**src/rtl/pw_pkg.sv**
```systemverilog
package pw_pkg;
  localparam int unsigned FRAME_W = 16;
  localparam int unsigned BYTE_W  = 8;
  localparam int unsigned BIT_W   = $clog2(FRAME_W);

  localparam logic [BYTE_W-1:0] PFX_INDEX      = 8'h70;
  localparam logic [BYTE_W-1:0] PFX_PARAM      = 8'h72;
  localparam logic [BYTE_W-1:0] ADDR_DATA_ONLY = 8'hFF;

  typedef enum logic [2:0] {
    SER_IDLE, SER_PRE, SER_LEAD, SER_BLO, SER_BHI, SER_TAIL
  } ser_state_t;

  typedef enum logic [1:0] {
    SEQ_IDLE, SEQ_INDEX, SEQ_PARAM
  } seq_state_t;
endpackage

```
**src/rtl/pw_frame_builder.sv**
```systemverilog
module pw_frame_builder
  import pw_pkg::*;
(
  input  logic [BYTE_W-1:0]  addr,
  input  logic [BYTE_W-1:0]  data,
  input  logic               data_only,
  output logic [FRAME_W-1:0] index_word,
  output logic [FRAME_W-1:0] param_word,
  output logic               skip_index
);
  always_comb begin
    index_word = {PFX_INDEX, addr};
    param_word = {PFX_PARAM, data};
    skip_index = data_only || (addr == ADDR_DATA_ONLY);
  end
endmodule

```
**src/rtl/pw_bit_serializer.sv**
```systemverilog
module pw_bit_serializer
  import pw_pkg::*;
#(
  parameter int unsigned DELAY_CLKS = 4
) (
  input  logic               clk,
  input  logic               rst_n,
  input  logic               start,
  input  logic [FRAME_W-1:0] word,
  input  logic               dual,
  output logic               frame_done,
  output logic               cs_main_n,
  output logic               cs_sub_n,
  output logic               sclk,
  output logic               sdo
);
  localparam int unsigned CNT_W = (DELAY_CLKS > 1) ? $clog2(DELAY_CLKS) : 1;
  localparam logic [CNT_W-1:0] CNT_LOAD = CNT_W'(DELAY_CLKS - 1);
  localparam logic [BIT_W-1:0] BIT_LAST = BIT_W'(FRAME_W - 1);

  ser_state_t         st_q, st_d;
  logic [CNT_W-1:0]   cnt_q, cnt_d;
  logic [BIT_W-1:0]   bit_q, bit_d;
  logic [FRAME_W-1:0] sh_q, sh_d;
  logic               dual_q, dual_d;
  logic               cs_q, cs_d, csb_q, csb_d, sclk_q, sclk_d, sdo_q, sdo_d;
  logic               cnt_zero, cnt_en;

  assign cnt_zero   = (cnt_q == '0);
  assign cnt_en     = (st_q != SER_IDLE);
  assign frame_done = (st_q == SER_TAIL) && cnt_zero;

  always_comb begin
    st_d   = st_q;
    bit_d  = bit_q;
    sh_d   = sh_q;
    dual_d = dual_q;
    cnt_d  = cnt_zero ? CNT_LOAD : cnt_q - 1'b1;
    unique case (st_q)
      SER_IDLE: begin
        cnt_d = CNT_LOAD;
        if (start) begin
          st_d   = SER_PRE;
          sh_d   = word;
          dual_d = dual;
        end
      end
      SER_PRE:  if (cnt_zero) st_d = SER_LEAD;
      SER_LEAD: if (cnt_zero) begin
        st_d  = SER_BLO;
        bit_d = BIT_LAST;
      end
      SER_BLO:  if (cnt_zero) st_d = SER_BHI;
      SER_BHI:  if (cnt_zero) begin
        if (bit_q == '0) begin
          st_d = SER_TAIL;
        end else begin
          st_d  = SER_BLO;
          bit_d = bit_q - 1'b1;
          sh_d  = {sh_q[FRAME_W-2:0], 1'b1};
        end
      end
      SER_TAIL: if (cnt_zero) st_d = SER_IDLE;
      default:  st_d = SER_IDLE;
    endcase
    // line levels follow the state being entered
    cs_d   = !((st_d == SER_LEAD) || (st_d == SER_BLO) || (st_d == SER_BHI));
    csb_d  = dual_d ? cs_d : 1'b1;
    sclk_d = (st_d != SER_BLO);
    sdo_d  = ((st_d == SER_BLO) || (st_d == SER_BHI)) ? sh_d[FRAME_W-1] : 1'b1;
  end

  always_ff @(posedge clk or negedge rst_n) begin
    if (!rst_n) begin
      st_q   <= SER_IDLE;
      bit_q  <= '0;
      sh_q   <= '0;
      dual_q <= 1'b0;
      cs_q   <= 1'b1;
      csb_q  <= 1'b1;
      sclk_q <= 1'b1;
      sdo_q  <= 1'b1;
    end else begin
      st_q   <= st_d;
      bit_q  <= bit_d;
      sh_q   <= sh_d;
      dual_q <= dual_d;
      cs_q   <= cs_d;
      csb_q  <= csb_d;
      sclk_q <= sclk_d;
      sdo_q  <= sdo_d;
    end
  end

  always_ff @(posedge clk or negedge rst_n) begin
    if (!rst_n)      cnt_q <= CNT_LOAD;
    else if (cnt_en) cnt_q <= cnt_d;
    else             cnt_q <= CNT_LOAD;
  end

  assign cs_main_n = cs_q;
  assign cs_sub_n  = csb_q;
  assign sclk      = sclk_q;
  assign sdo       = sdo_q;

  // a new frame is only launched into an idle serializer
  p_start_idle_r10: assert property (@(posedge clk) disable iff (!rst_n)
    start |-> (st_q == SER_IDLE));
  // clock and data are high whenever chip-select is released
  p_cs_high_lines_r5: assert property (@(posedge clk) disable iff (!rst_n)
    cs_q |-> (sclk_q && sdo_q));
  // data holds through a clock-high phase
  p_sdo_hold_r6: assert property (@(posedge clk) disable iff (!rst_n)
    (!cs_q && sclk_q && $past(sclk_q) && !$past(cs_q)) |-> $stable(sdo_q));
  // sub chip-select tracks main in dual mode
  p_sub_lockstep_r8: assert property (@(posedge clk) disable iff (!rst_n)
    dual_q |-> (csb_q == cs_q));
endmodule

```
**src/rtl/pw_write_sequencer.sv**
```systemverilog
module pw_write_sequencer
  import pw_pkg::*;
(
  input  logic               clk,
  input  logic               rst_n,
  input  logic               req_valid,
  input  logic [FRAME_W-1:0] index_word,
  input  logic [FRAME_W-1:0] param_word,
  input  logic               skip_index,
  input  logic               dual_en,
  input  logic               frame_done,
  output logic               start,
  output logic [FRAME_W-1:0] word,
  output logic               dual,
  output logic               busy,
  output logic               done
);
  seq_state_t         st_q, st_d;
  logic [FRAME_W-1:0] par_q, par_d, word_q, word_d;
  logic               dual_q, dual_d, start_q, start_d, done_q, done_d;

  always_comb begin
    st_d    = st_q;
    par_d   = par_q;
    word_d  = word_q;
    dual_d  = dual_q;
    start_d = 1'b0;
    done_d  = 1'b0;
    unique case (st_q)
      SEQ_IDLE: if (req_valid) begin
        par_d   = param_word;
        dual_d  = dual_en;
        start_d = 1'b1;
        word_d  = skip_index ? param_word : index_word;
        st_d    = skip_index ? SEQ_PARAM : SEQ_INDEX;
      end
      SEQ_INDEX: if (frame_done) begin
        start_d = 1'b1;
        word_d  = par_q;
        st_d    = SEQ_PARAM;
      end
      SEQ_PARAM: if (frame_done) begin
        done_d = 1'b1;
        st_d   = SEQ_IDLE;
      end
      default: st_d = SEQ_IDLE;
    endcase
  end

  always_ff @(posedge clk or negedge rst_n) begin
    if (!rst_n) begin
      st_q    <= SEQ_IDLE;
      par_q   <= '0;
      word_q  <= '0;
      dual_q  <= 1'b0;
      start_q <= 1'b0;
      done_q  <= 1'b0;
    end else begin
      st_q    <= st_d;
      par_q   <= par_d;
      word_q  <= word_d;
      dual_q  <= dual_d;
      start_q <= start_d;
      done_q  <= done_d;
    end
  end

  assign start = start_q;
  assign word  = word_q;
  assign dual  = dual_q;
  assign busy  = (st_q != SEQ_IDLE);
  assign done  = done_q;

  // completion is a single-cycle pulse
  p_done_single_r7: assert property (@(posedge clk) disable iff (!rst_n)
    done_q |=> !done_q);
  // a latched write is not disturbed by later requests
  p_ignore_busy_r9: assert property (@(posedge clk) disable iff (!rst_n)
    (st_q != SEQ_IDLE) |=> ($stable(par_q) && $stable(dual_q)));
endmodule

```
**src/rtl/panel_reg_writer.sv**
```systemverilog
module panel_reg_writer
  import pw_pkg::*;
#(
  parameter int unsigned DELAY_CLKS = 4
) (
  input  logic       clk,
  input  logic       rst_n,
  input  logic       req_valid,
  input  logic [7:0] req_addr,
  input  logic [7:0] req_data,
  input  logic       req_data_only,
  input  logic       dual_en,
  output logic       busy,
  output logic       done,
  output logic       cs_main_n,
  output logic       cs_sub_n,
  output logic       sclk,
  output logic       sdo
);
  logic [FRAME_W-1:0] index_word, param_word, ser_word;
  logic               skip_index, ser_start, ser_dual, frame_done;

  pw_frame_builder u_build (
    .addr       (req_addr),
    .data       (req_data),
    .data_only  (req_data_only),
    .index_word (index_word),
    .param_word (param_word),
    .skip_index (skip_index)
  );

  pw_write_sequencer u_seq (
    .clk        (clk),
    .rst_n      (rst_n),
    .req_valid  (req_valid),
    .index_word (index_word),
    .param_word (param_word),
    .skip_index (skip_index),
    .dual_en    (dual_en),
    .frame_done (frame_done),
    .start      (ser_start),
    .word       (ser_word),
    .dual       (ser_dual),
    .busy       (busy),
    .done       (done)
  );

  pw_bit_serializer #(.DELAY_CLKS(DELAY_CLKS)) u_ser (
    .clk        (clk),
    .rst_n      (rst_n),
    .start      (ser_start),
    .word       (ser_word),
    .dual       (ser_dual),
    .frame_done (frame_done),
    .cs_main_n  (cs_main_n),
    .cs_sub_n   (cs_sub_n),
    .sclk       (sclk),
    .sdo        (sdo)
  );

  // all link lines rest high while idle
  p_idle_lines_r4: assert property (@(posedge clk) disable iff (!rst_n)
    !busy |-> (cs_main_n && cs_sub_n && sclk && sdo));
endmodule

```
**config.mk**
```make
export PLATFORM = sky130hd
export DESIGN_NAME = panel_reg_writer
export DESIGN_NICKNAME = d
export VERILOG_FILES = /design/src/rtl/pw_pkg.sv /design/src/rtl/pw_frame_builder.sv /design/src/rtl/pw_bit_serializer.sv /design/src/rtl/pw_write_sequencer.sv /design/src/rtl/panel_reg_writer.sv
export SDC_FILE = /design/constraint.sdc
export NUM_CORES = 1
export LEC_CHECK = 0
export ABC_AREA = 0
export BUFFER_PORTS_ARGS = -buffer_cell sky130_fd_sc_hd__buf_2
export CORE_UTILIZATION = 58
export CTS_BUF_LIST = sky130_fd_sc_hd__clkbuf_16
export DETAILED_ROUTE_END_ITERATION = 10
export PLACE_DENSITY = 0.79
export SLEW_MARGIN = 0
export SYNTH_ARGS = -nofsm -noshare
export SYNTH_HDL_FRONTEND = slang
export SYNTH_SLANG_ARGS = --single-unit
export TNS_END_PERCENT = 30
```
**constraint.sdc**
```tcl
create_clock -name clk -period 2 [get_ports clk]
set_input_delay 0.2 -clock clk [delete_from_list [all_inputs] [get_ports clk]]
set_output_delay 0.2 -clock clk [all_outputs]
set_load 0.01 [all_outputs]
```
==> impl_results.md, run 1 <==
- FF+latch count, synth: 54
- # diodes: 0
- Final #Nets: 298
- Wirelength per Cell: 14.19 um
- Synth warn: 0
- # IOs: 27
- Post-synth top area cell: dfrtp_1
- Fmax: 0.5546 GHz
- Mean area per synthesized cell: 10.37 um2
- Clock skew: 4.470 ps
- Post-synthesis adder-cell area fraction: 1.454%
- Startpoint Class: register
- Detailed-route wire length: 4613 um
- Die H: 68.71 um
- Xor/xnor share of the synthesized area: 1.357%
- Multi-input logic area: 1094 um2
- Htree depth: 2
- R2R setup slack: 200 ps
- Skew-Pair Late Insertion Delay: 290 ps
- Static Leakage: 1.269 nW
- Mux contribution to synthesized area: 5.187%
- CTS tree: done
- Status: completed
- Starting density of the core: 62.29%
- GRT Util Overall: 22.75%
- DRC: 0
- Main combinational cell family by area after synthesis: compound AO/OA/AOI/OAI gates
- Yosys cell types: 41
- Worst-path clk slew: 70 ps
- Vias in the first global route: 1716
- Max Slew Vio Count: 0
- Terminus of the critical flop-to-flop path: u_ser.sdo$_DFF_PN1_
- Mapped Area: 2581 um2
- Cells after Synth: 249
- Post-cts repair resize count: 0
- Worst hold path startpoint: dual_en
- Pin count of the biggest net entering global routing: 55
- Post-synthesis sequential area ratio: 52.64%
- Initial antenna violation count: 0
- Total Power: 2.854 mW
- RR Startpoint: u_ser.bit_q[0]$_DFFE_PN0P_
- Worst vdd ir: 0.8188 mV
- Core area: 4144 um2
- Top-area cell type share of the netlist area: 46.53%
- Setup crit end kind: register
- Clk sinks: 54
- First-pass GRT wire length: 7900 um
- Seq. cell area: 1359 um2
- CTS Hold Bufs: 1
- Routed Antenna Nets: 0
- Worst-path cell chain: inv_1 -> ha_1 -> or3b_1 -> buf_4 -> nand3_1 -> nor4b_1 -> o21bai_1
- DR iter-0 viols: 206
- R2R depth: 7
- Commonest non-fill, non-tap cell in the layout: dfrtp_1
- TritonCTS Buffers: 5
- Worst Path Required: 2210 ps
- Max cap viols: 0
- CP max-delay cell: or3b_1
- Placer Congestion: 0.7906
- CP peak stage delay: 420 ps
- Drt first pass iters: 4
- Unrepaired setup endpoints after global routing: false
- Postcts setup bufs: 0
- Clk root buf: clkbuf_16
- Worst Path Max Fanout: 7
- Compound-Gate Fraction of Synth Area: 19.58%
- PwrDens: 967.3 nW/um2
- Fill cells: 321
- Relative max-transition margin: 50.55%
- Worst Max-Slew Pin Slew: 740.3 ps
- Number of cell rows: 23
- Die width: 68.71 um
- Syn nets: 273
- Sum Neg Setup Slack: 0 ps
- Share of layout cells above drive strength 1: 24.36%
- Area delta synth->final: 14.30%
- Type of the most critical hold path: input port to register
- Die ar.: 4721 um2
- Most frequent cells in the layout: dfrtp_1 (48), nand2_1 (33), buf_2 (26), o21ai_0 (22), nor2_1 (13)
- Final period utilization: 90.16%
- IO Port Bufs: 26
- Clock Path Buffers: 2
- Final hold vios: 0
- CP endpoint: u_ser.sdo$_DFF_PN1_
- Min cycle time layout: 1803 ps
- Detail Placement HPWL: 3083 um
- Worst Path Arrival: 2020 ps
- Simple-Gate Fraction of Synth Area: 14.78%
- Via count: 1898
- Drt via density: 5.840
- Final setup fails: 0
- Global route overflow: 0
- Synth top area cells: dfrtp_1 (47%), dfstp_2 (6.1%), nand2_1 (4.8%), mux2_2 (4.8%), o21ai_0 (4.3%)
- Critical path class: register to register
- Worst Setup SP: u_ser.bit_q[0]$_DFFE_PN0P_
-- worst min path at each step --
stage | end | slack [ps] | cells past startpoint
2_1_floorplan | u_seq.done$_DFF_PN0_ | -100 | 0
3_3_place_gp | u_ser.bit_q[2]$_DFFE_PN0P_ | 210 | 2
3_5_place_dp | u_ser.st_q[0]$_DFF_PN0_ | 210 | 2
4_1_cts | u_seq.dual$_DFFE_PN0P_ | 150 | 2
5_1_grt | u_seq.dual$_DFFE_PN0P_ | 140 | 2
6_report | u_seq.dual$_DFFE_PN0P_ | 140 | 2
-- Yosys cell counts --
cell	instances
o21bai_1	3
a21o_1	1
mux2_2	11
nor3b_1	2
dfstp_2	6
nor4b_1	1
nand2_1	33
dfrtp_1	48
a22o_1	2
and4_1	2
clkbuf_1	7
or2_2	2
nor2_1	13
buf_1	2
mux2i_1	1
a31oi_1	8
o211a_1	1
or3_1	1
o21ai_0	22
or3b_1	1
xor2_1	4
and2_4	1
buf_2	7
a22oi_1	11
nand3_1	3
nand4b_1	1
and2_1	1
o22a_1	1
a41oi_1	8
nor3_1	2
inv_1	7
and4bb_2	2
o221ai_1	8
ha_1	3
o22ai_1	1
nor2b_1	3
nand3b_1	1
buf_6	3
a21oi_1	10
nor4b_2	1
nand2b_1	4
-- flip-flops by register name, indices dropped and copies added, names as in the netlist, 2 cells and up --
signal / count
u_seq.par_q: 9
u_ser.st_q: 3
u_seq.st_q: 2
u_seq.word: 10
u_ser.bit_q: 4
u_ser.cnt_q: 2
u_ser.sh_q: 16
-- area by class of cell --
type / count / share of cell area, %
clock buffer: 5 / 4.241
timing repair buffer: 37 / 8.142
tap: 50 / 2.120
sequential: 54 / 46.06
clock inverter: 3 / 1.484
multi-input combinational: 169 / 37.07
inverter: 7 / 0.8906
-- report_power, final --
group | switching [mW] | leakage, nW | internal (mW)
clock network | 0.395 | 0.0842 | 0.593
registers | 0.127 | 0.583 | 1.30
logic | 0.199 | 0.602 | 0.239
total | 0.721 | 1.27 | 2.13
-- per-stage QoR --
step                      setup WS, ps  utilization, %  cells  hold WS, ps  cell area [um2]
after CTS                        199.1           71.20    325        145.4             2950
final                            196.9           71.20    325        142.3             2950
after global routing             29.49           71.20    325        140.6             2950
after global placement           246.5           66.88    316        214.0             2771
after floorplan                  197.4               -    249       -95.59             2581
after detailed placement         211.2           66.88    316        213.6             2771
-- layer usage --
layer	routed length (um)	vias up	GRT usage (%)	part of all wire (%)
li1	-	951	-	-
met1	2373	900	33.05	51
met2	2002	42	33.58	43
met3	192	5	5.263	4.2
met4	45	0	7.398	0.98
met5	0	-	0	0
-- logic make-up (layout without fill, tap and decap cells) --
| group | count (synthesis) | in the layout |
|---|---|---|
| xor+xnor | 4 | 4 |
| mux | 12 | 12 |
| fa+ha+maj | 3 | 3 |
| buf+inv | 26 | 52 |
| compound gates | 76 | 76 |
| flops | 54 | 54 |
| simple gates | 74 | 74 |
-- worst max-delay path, delay by kind of cell (launching register included) --
family | cells | cell delay (ps)
compound gates | 1 | 100
fa+ha+maj | 1 | 150
buf+inv | 2 | 260
flops | 1 | 410
simple gates | 3 | 800
Note: power is estimated with default switching activity, not from simulation.
==> run 2, diff against run 1 <==
CTS_BUF_LIST = sky130_fd_sc_hd__clkbuf_4 sky130_fd_sc_hd__clkbuf_8 sky130_fd_sc_hd__clkbuf_16   (was sky130_fd_sc_hd__clkbuf_16)
PLACE_DENSITY = 0.85   (was 0.79)
==> run 2 against run 1 <==
Against the previous run:
- power decreased by 7.6%
- wire length increased by 7.2%
- first-iteration DRC count grew 4.9%
- sequential power about the same
- via count is 5.0% higher
- hold slack about the same
- clock skew increased by 0.91 ps
- combinational power is 3% higher
- final area down 2.5%
- setup slack got worse by 78 ps
- clock power down 23%
- largest cell class unchanged
==> impl_results.md, run 2 (synthesized netlist as in run 1, its figures left out) <==
- Status: completed (unchanged)
- GRT Util Overall: 25.14% (was 22.75%)
- Largest register FFs: 16 (unchanged)
- Detail Placement HPWL: 3468 um (was 3083 um)
- DR iter-0 viols: 216 (was 206)
- Initial antenna violation count: 0 (unchanged)
- Fmax: 0.5315 GHz (was 0.5546 GHz)
- Final period utilization: 94.07% (was 90.16%)
- Type of the most critical hold path: input port to register (unchanged)
- Pin count of the biggest net entering global routing: 34 (was 55)
- Clk sinks: 54 (unchanged)
- Share of layout cells above drive strength 1: 24.36% (unchanged)
- Vias in the first global route: 1880 (was 1716)
- Worst Path Arrival: 2060 ps (was 2020 ps)
- First-pass GRT wire length: 8549 um (was 7900 um)
- Commonest non-fill, non-tap cell in the layout: dfrtp_1 (unchanged)
- PwrDens: 917.2 nW/um2 (was 967.3 nW/um2)
- Clock skew: 5.384 ps (was 4.470 ps)
- Worst hold path startpoint: dual_en (unchanged)
- Startpoint Class: register (unchanged)
- Drt via density: 6.129 (was 5.840)
- Clk root buf: clkbuf_8 (was clkbuf_16)
- Core area: 4144 um2 (unchanged)
- Terminus of the critical flop-to-flop path: u_ser.sh_q[1]$_DFFE_PN0P_ (was u_ser.sdo$_DFF_PN1_)
- Hold endpoint: u_seq.dual$_DFFE_PN0P_ (unchanged)
- Most frequent cells in the layout: dfrtp_1 (48), nand2_1 (33), buf_2 (26), o21ai_0 (22), nor2_1 (13) (unchanged)
- Clock Path Buffers: 2 (unchanged)
- Die H: 68.71 um (unchanged)
- CTS tree: done (unchanged)
- TritonCTS Buffers: 5 (unchanged)
- R2R depth: 6 (was 7)
- Die width: 68.71 um (unchanged)
- Routed Antenna Nets: 0 (unchanged)
- Via count: 1992 (was 1898)
- IO Port Bufs: 26 (unchanged)
- Final #Nets: 298 (unchanged)
- Htree depth: 2 (unchanged)
- # diodes: 0 (unchanged)
- Detailed-route wire length: 4946 um (was 4613 um)
- Fill cells: 309 (was 321)
- Top reg by flops: u_ser.sh_q (unchanged)
- Worst Path Required: 2180 ps (was 2210 ps)
- DRC: 0 (unchanged)
- Worst-path clk slew: 90 ps (was 70 ps)
- Area delta synth->final: 11.44% (was 14.30%)
- Final hold vios: 0 (unchanged)
- Sum Neg Setup Slack: 0 ps (unchanged)
- Postcts setup bufs: 0 (unchanged)
- Hold path cells: 2 (unchanged)
- Max cap viols: 0 (unchanged)
- Static Leakage: 1.236 nW (was 1.269 nW)
- Global route overflow: 0 (unchanged)
- Worst Path Max Fanout: 30 (was 7)
- # IOs: 27 (unchanged)
- R2R setup slack: 120 ps (was 200 ps)
- Wirelength per Cell: 15.22 um (was 14.19 um)
- Post-DP Area: 2746 um2 (was 2771 um2)
- CP peak stage delay: 540 ps (was 420 ps)
- Drt first pass iters: 4 (unchanged)
- Post-route cell area: 2877 um2 (was 2950 um2)
- Critical path class: register to register (unchanged)
- Worst Path Buf+Inv: 2 (unchanged)
- Starting density of the core: 62.29% (unchanged)
- Relative max-transition margin: 50.25% (was 50.55%)
- Placer Congestion: 0.8538 (was 0.7906)
- Number of cell rows: 23 (unchanged)
- Worst Max-Slew Pin Slew: 744.6 ps (was 740.3 ps)
- Setup crit end kind: register (unchanged)
- Unrepaired setup endpoints after global routing: false (unchanged)
- Skew-Pair Late Insertion Delay: 310 ps (was 290 ps)
- Final setup fails: 0 (unchanged)
- Die ar.: 4721 um2 (unchanged)
- RR Startpoint: u_ser.cnt_q[0]$_DFF_PN1_ (was u_ser.bit_q[0]$_DFFE_PN0P_)
- Crit. path cell count: 6 (was 7)
- Worst-path cell chain: inv_1 -> ha_1 -> and4bb_2 -> a21oi_1 -> buf_4 -> o21ai_0 (was inv_1 -> ha_1 -> or3b_1 -> buf_4 -> nand3_1 -> nor4b_1 -> o21bai_1)
- Min cycle time layout: 1881 ps (was 1803 ps)
- Cell family with most CP delay: flip-flops (was simple AND/OR/NAND/NOR gates)
- CP max-delay cell: dfstp_2 (was or3b_1)
- Worst vdd ir: 0.6682 mV (was 0.8188 mV)
- Max Slew Vio Count: 0 (unchanged)
==> run 2: cell types whose count changed in the layout (fill, tap and decap cells not counted) <==
| cell | delta |
|---|---|
| buf_4 | +2 |
| clkbuf_8 | +6 |
| inv_6 | -1 |
| clkinv_2 | -1 |
| buf_12 | -2 |
| clkbuf_16 | -5 |
| clkbuf_4 | +1 |
==> run 2: worst max path at each step <==
stage,from,to,slack [ps]
3_5_place_dp,u_ser.cnt_q[0]$_DFF_PN1_,u_ser.sh_q[7]$_DFFE_PN0P_,140
4_1_cts,u_ser.cnt_q[0]$_DFF_PN1_,u_ser.sh_q[1]$_DFFE_PN0P_,130
5_1_grt,u_ser.cnt_q[0]$_DFF_PN1_,u_ser.sh_q[9]$_DFFE_PN0P_,20
6_report,u_ser.cnt_q[0]$_DFF_PN1_,u_ser.sh_q[1]$_DFFE_PN0P_,120
3_3_place_gp,u_ser.cnt_q[0]$_DFF_PN1_,u_ser.sh_q[6]$_DFFE_PN0P_,260
2_1_floorplan,u_ser.bit_q[0]$_DFFE_PN0P_,u_ser.sh_q[4]$_DFFE_PN0P_,200
==> run 2: layout make-up <==
| type | instances | area (um2) | share of cell area (%) |
|---|---|---|---|
| Clock buffer | 7 | 90.09 | 3.132 |
| Clock inverter | 1 | 30.03 | 1.044 |
| Inverter | 7 | 26.28 | 0.9134 |
| Multi-Input combinational cell | 169 | 1094 | 38.02 |
| Sequential cell | 54 | 1359 | 47.24 |
| Tap cell | 50 | 62.56 | 2.175 |
| Timing Repair Buffer | 37 | 215.2 | 7.481 |
==> run 2: where the power goes <==
| part | switching (mW) | internal [mW] | total [mW] | leakage, nW |
|---|---|---|---|---|
| registers | 0.128 | 1.30 | 1.43 | 0.583 |
| logic | 0.216 | 0.238 | 0.453 | 0.592 |
| clock network | 0.336 | 0.422 | 0.758 | 0.0619 |
| total | 0.679 | 1.96 | 2.64 | 1.24 |
==> run 2: what timing repair did <==
| action | 4_1_cts | 5_1_grt |
|---|---|---|
| gates resized for setup | 0 | 0 |
| endpoints found under the hold margin | 25 | 0 |
| hold buffers | 1 | 0 |
==> run 2: stage by stage <==
step	cells	utilization [%]	setup WS, ps	hold slack (ps)	total power, mW
after floorplan	249	-	197.4	-95.59	1.737
after global placement	316	66.27	257.8	283.2	1.866
after detailed placement	316	66.27	144.0	285.7	1.901
after CTS	325	69.41	126.0	129.9	2.656
after global routing	325	69.41	21.80	134.0	2.772
final	325	69.41	118.7	141.8	2.638
==> run 2: layer usage <==
metal / vias to the layer above / part of all wire [%] / track usage [%]
met5: - / 0 / 0
met4: 0 / 2.1 / 14.03
met3: 9 / 3.4 / 4.276
met2: 51 / 48 / 38.73
met1: 985 / 46 / 33.80
li1: 947 / - / -
==> run 2: worst reg2reg max path, cell delays in order, from the launching register on <==
cell	delay, ps
dfstp_2	540
inv_1	50
ha_1	280
and4bb_2	290
a21oi_1	160
buf_4	280
o21ai_0	150
==> run 3, diff against run 2 <==
ABC_CLOCK_PERIOD_IN_PS = 1600   (was default)
CORE_UTILIZATION = 52   (was 58)
PLACE_DENSITY = 0.81   (was 0.85)
clock period = 1.6 ns   (was 2 ns; I/O delays follow)
==> run 3 against run 2 <==
Against the previous run:
- the run now ends with setup timing left
- sequential cell count is the same
- final area grew 11%
- critical path depth is the same
- clock-buffer cell count shrank 1
==> impl_results.md, run 3 (synthesized netlist as in run 1, its figures left out) <==
- Commonest non-fill, non-tap cell in the layout: dfrtp_1 (unchanged)
- Clock skew: 4.335 ps (was 5.384 ps)
- Die width: 72.46 um (was 68.71 um)
- Clk sinks: 54 (unchanged)
- Final hold vios: 0 (unchanged)
- Met1 usage: 29.94% (was 33.80%)
- Worst-path clk slew: 100 ps (was 90 ps)
- Sum Neg Setup Slack: -1114 ps (was 0 ps)
- Worst Max-Slew Pin Slew: 636.5 ps (was 744.6 ps)
- Relative max-transition margin: 57.48% (was 50.25%)
- Worst Path Required: 1840 ps (was 2180 ps)
- CP max-delay cell: or3b_4 (was dfstp_2)
- Startpoint Class: register (unchanged)
- Drt first pass iters: 4 (unchanged)
- Critical path class: register to register (unchanged)
- Failing checks: setup timing
- GRT busiest layer: met2 (unchanged)
- Min cycle time layout: 1684 ps (was 1881 ps)
- PwrDens: 1012 nW/um2 (was 917.2 nW/um2)
- Area delta synth->final: 24.04% (was 11.44%)
- Total Power: 3.239 mW (was 2.638 mW)
- Non-Filler Instances: 361 (was 325)
- Htree depth: 2 (unchanged)
- CP peak stage delay: 430 ps (was 540 ps)
- GRT Util Overall: 22.39% (was 25.14%)
- Fill cells: 360 (was 309)
- # diodes: 0 (unchanged)
- Util after Layout: 67.34% (was 69.41%)
- Setup crit end kind: register (unchanged)
- Max cap viols: 0 (unchanged)
- Hold WS: 80.95 ps (was 141.8 ps)
- Most frequent cells in the layout: dfrtp_1 (48), nand2_1 (33), buf_2 (26), buf_4 (21), o21ai_0 (12) (was dfrtp_1 (48), nand2_1 (33), buf_2 (26), o21ai_0 (22), nor2_1 (13))
- Vias in the first global route: 1950 (was 1880)
- Setup ws final: -84.06 ps (was 118.7 ps)
- Worst-path cell chain: inv_1 -> ha_2 -> or3b_4 -> and2_4 -> a22o_1 -> o21bai_1 (was inv_1 -> ha_1 -> and4bb_2 -> a21oi_1 -> buf_4 -> o21ai_0)
- DR iter-0 viols: 93 (was 216)
- Post-DP Area: 2937 um2 (was 2746 um2)
- Skew-Pair Late Insertion Delay: 310 ps (about the same)
- Initial antenna violation count: 0 (unchanged)
- Wirelength per Cell: 14.51 um (was 15.22 um)
- DRC: 0 (unchanged)
- First-pass GRT wire length: 9025 um (was 8549 um)
- Clk root buf: clkbuf_8 (unchanged)
- Routed Antenna Nets: 0 (unchanged)
- TritonCTS Buffers: 5 (unchanged)
- Pin count of the biggest net entering global routing: 55 (was 34)
- Worst Path Arrival: 1920 ps (was 2060 ps)
- Max Slew Vio Count: 0 (unchanged)
- Global route overflow: 0 (unchanged)
- Die H: 72.46 um (was 68.71 um)
- Largest register FFs: 16 (unchanged)
- Top reg by flops: u_ser.sh_q (unchanged)
- Static Leakage: 1.363 nW (was 1.236 nW)
- Starting density of the core: 54.29% (was 62.29%)
- Cells after DPL: 347 (was 316)
- Met3 layer usage reported by global route: 4.306% (was 4.276%)
- Worst vdd ir: 0.6940 mV (was 0.6682 mV)
- Die ar.: 5250 um2 (was 4721 um2)
- Type of the most critical hold path: input port to register (unchanged)
- Core area: 4755 um2 (was 4144 um2)
- CTS tree: done (unchanged)
- Met2 Usage GRT: 36.34% (was 38.73%)
- Drt via density: 5.651 (was 6.129)
- Status: finished, violations left (was completed)
- Placer Congestion: 0.8682 (was 0.8538)
- Number of cell rows: 25 (was 23)
- Final setup fails: 20 (was 0)
- Post-route cell area: 3202 um2 (was 2877 um2)
- # IOs: 27 (unchanged)
- Fmax: 0.5938 GHz (was 0.5315 GHz)
- Unrepaired setup endpoints after global routing: true (was false)
- Share of layout cells above drive strength 1: 37.41% (was 24.36%)
- Final #Nets: 317 (was 298)
- Detail Placement HPWL: 3498 um (was 3468 um)
- Detailed-route wire length: 5238 um (was 4946 um)
- Via count: 2040 (was 1992)
- Worst Path Max Fanout: 8 (was 30)
- Final period utilization: 105.3% (was 94.07%)
- Clock Path Buffers: 2 (unchanged)
- IO Port Bufs: 26 (unchanged)
- Setup Slack @ Placement: -151.9 ps (was 144.0 ps)
-- run 3: power by group --
group	leakage (nW)	switching, mW	internal, mW
sequential	0.583	0.185	1.62
clock	0.0492	0.447	0.335
combinational	0.731	0.290	0.358
total	1.36	0.922	2.32
-- run 3: worst max-delay path, delay by kind of cell (launching register included) --
family / cells / cell delay, ps
AND/OR/NAND/NOR: 2 / 630
flip-flops: 1 / 380
AO/OA/AOI/OAI: 2 / 380
adder cells (fa/ha/maj): 1 / 160
buffers and inverters: 1 / 60
-- run 3: final cells by class --
type                            count  area (um2)  share of cell area [%]
Timing Repair Buffer               55       416.7                   13.01
Multi-Input combinational cell    170        1222                   38.18
Clock buffer                        6       76.32                   2.384
Clock inverter                      2       17.52                  0.5471
Inverter                            7       26.28                  0.8206
Sequential cell                    54        1359                   42.44
Tap cell                           67       83.83                   2.618
-- run 3: timing repair --
action                     CTS  global route
gates resized for setup      9            25
cloned                       1             2
hold endpoints to repair    48             0
pin swaps                    4             6
hold buffers                 1             0
buffers inserted             1             1
setup endpoints to repair   34            37
-- run 3: path summary, 6_finish.rpt --
path,endpoint,slack [ps],startpoint,depth (start not counted)
min in group asynchronous,u_ser.sh_q[7]$_DFFE_PN0P_,370,rst_n,3
max in group asynchronous,u_ser.sclk$_DFF_PN1_,940,rst_n,3
worst max-delay path,u_ser.sdo$_DFF_PN1_,-80,u_ser.bit_q[0]$_DFFE_PN0P_,6
worst max register to register,u_ser.sdo$_DFF_PN1_,-80,u_ser.bit_q[0]$_DFFE_PN0P_,6
worst min register to register,u_ser.sh_q[12]$_DFFE_PN0P_,490,u_ser.sh_q[12]$_DFFE_PN0P_,2
worst min-delay path,u_seq.dual$_DFFE_PN0P_,80,dual_en,2
-- run 3: per-layer routing --
metal	part of all wire, %	vias up
li1	-	994
met2	50	29
met4	1.8	0
met5	0	-
met1	45	1008
met3	2.5	9
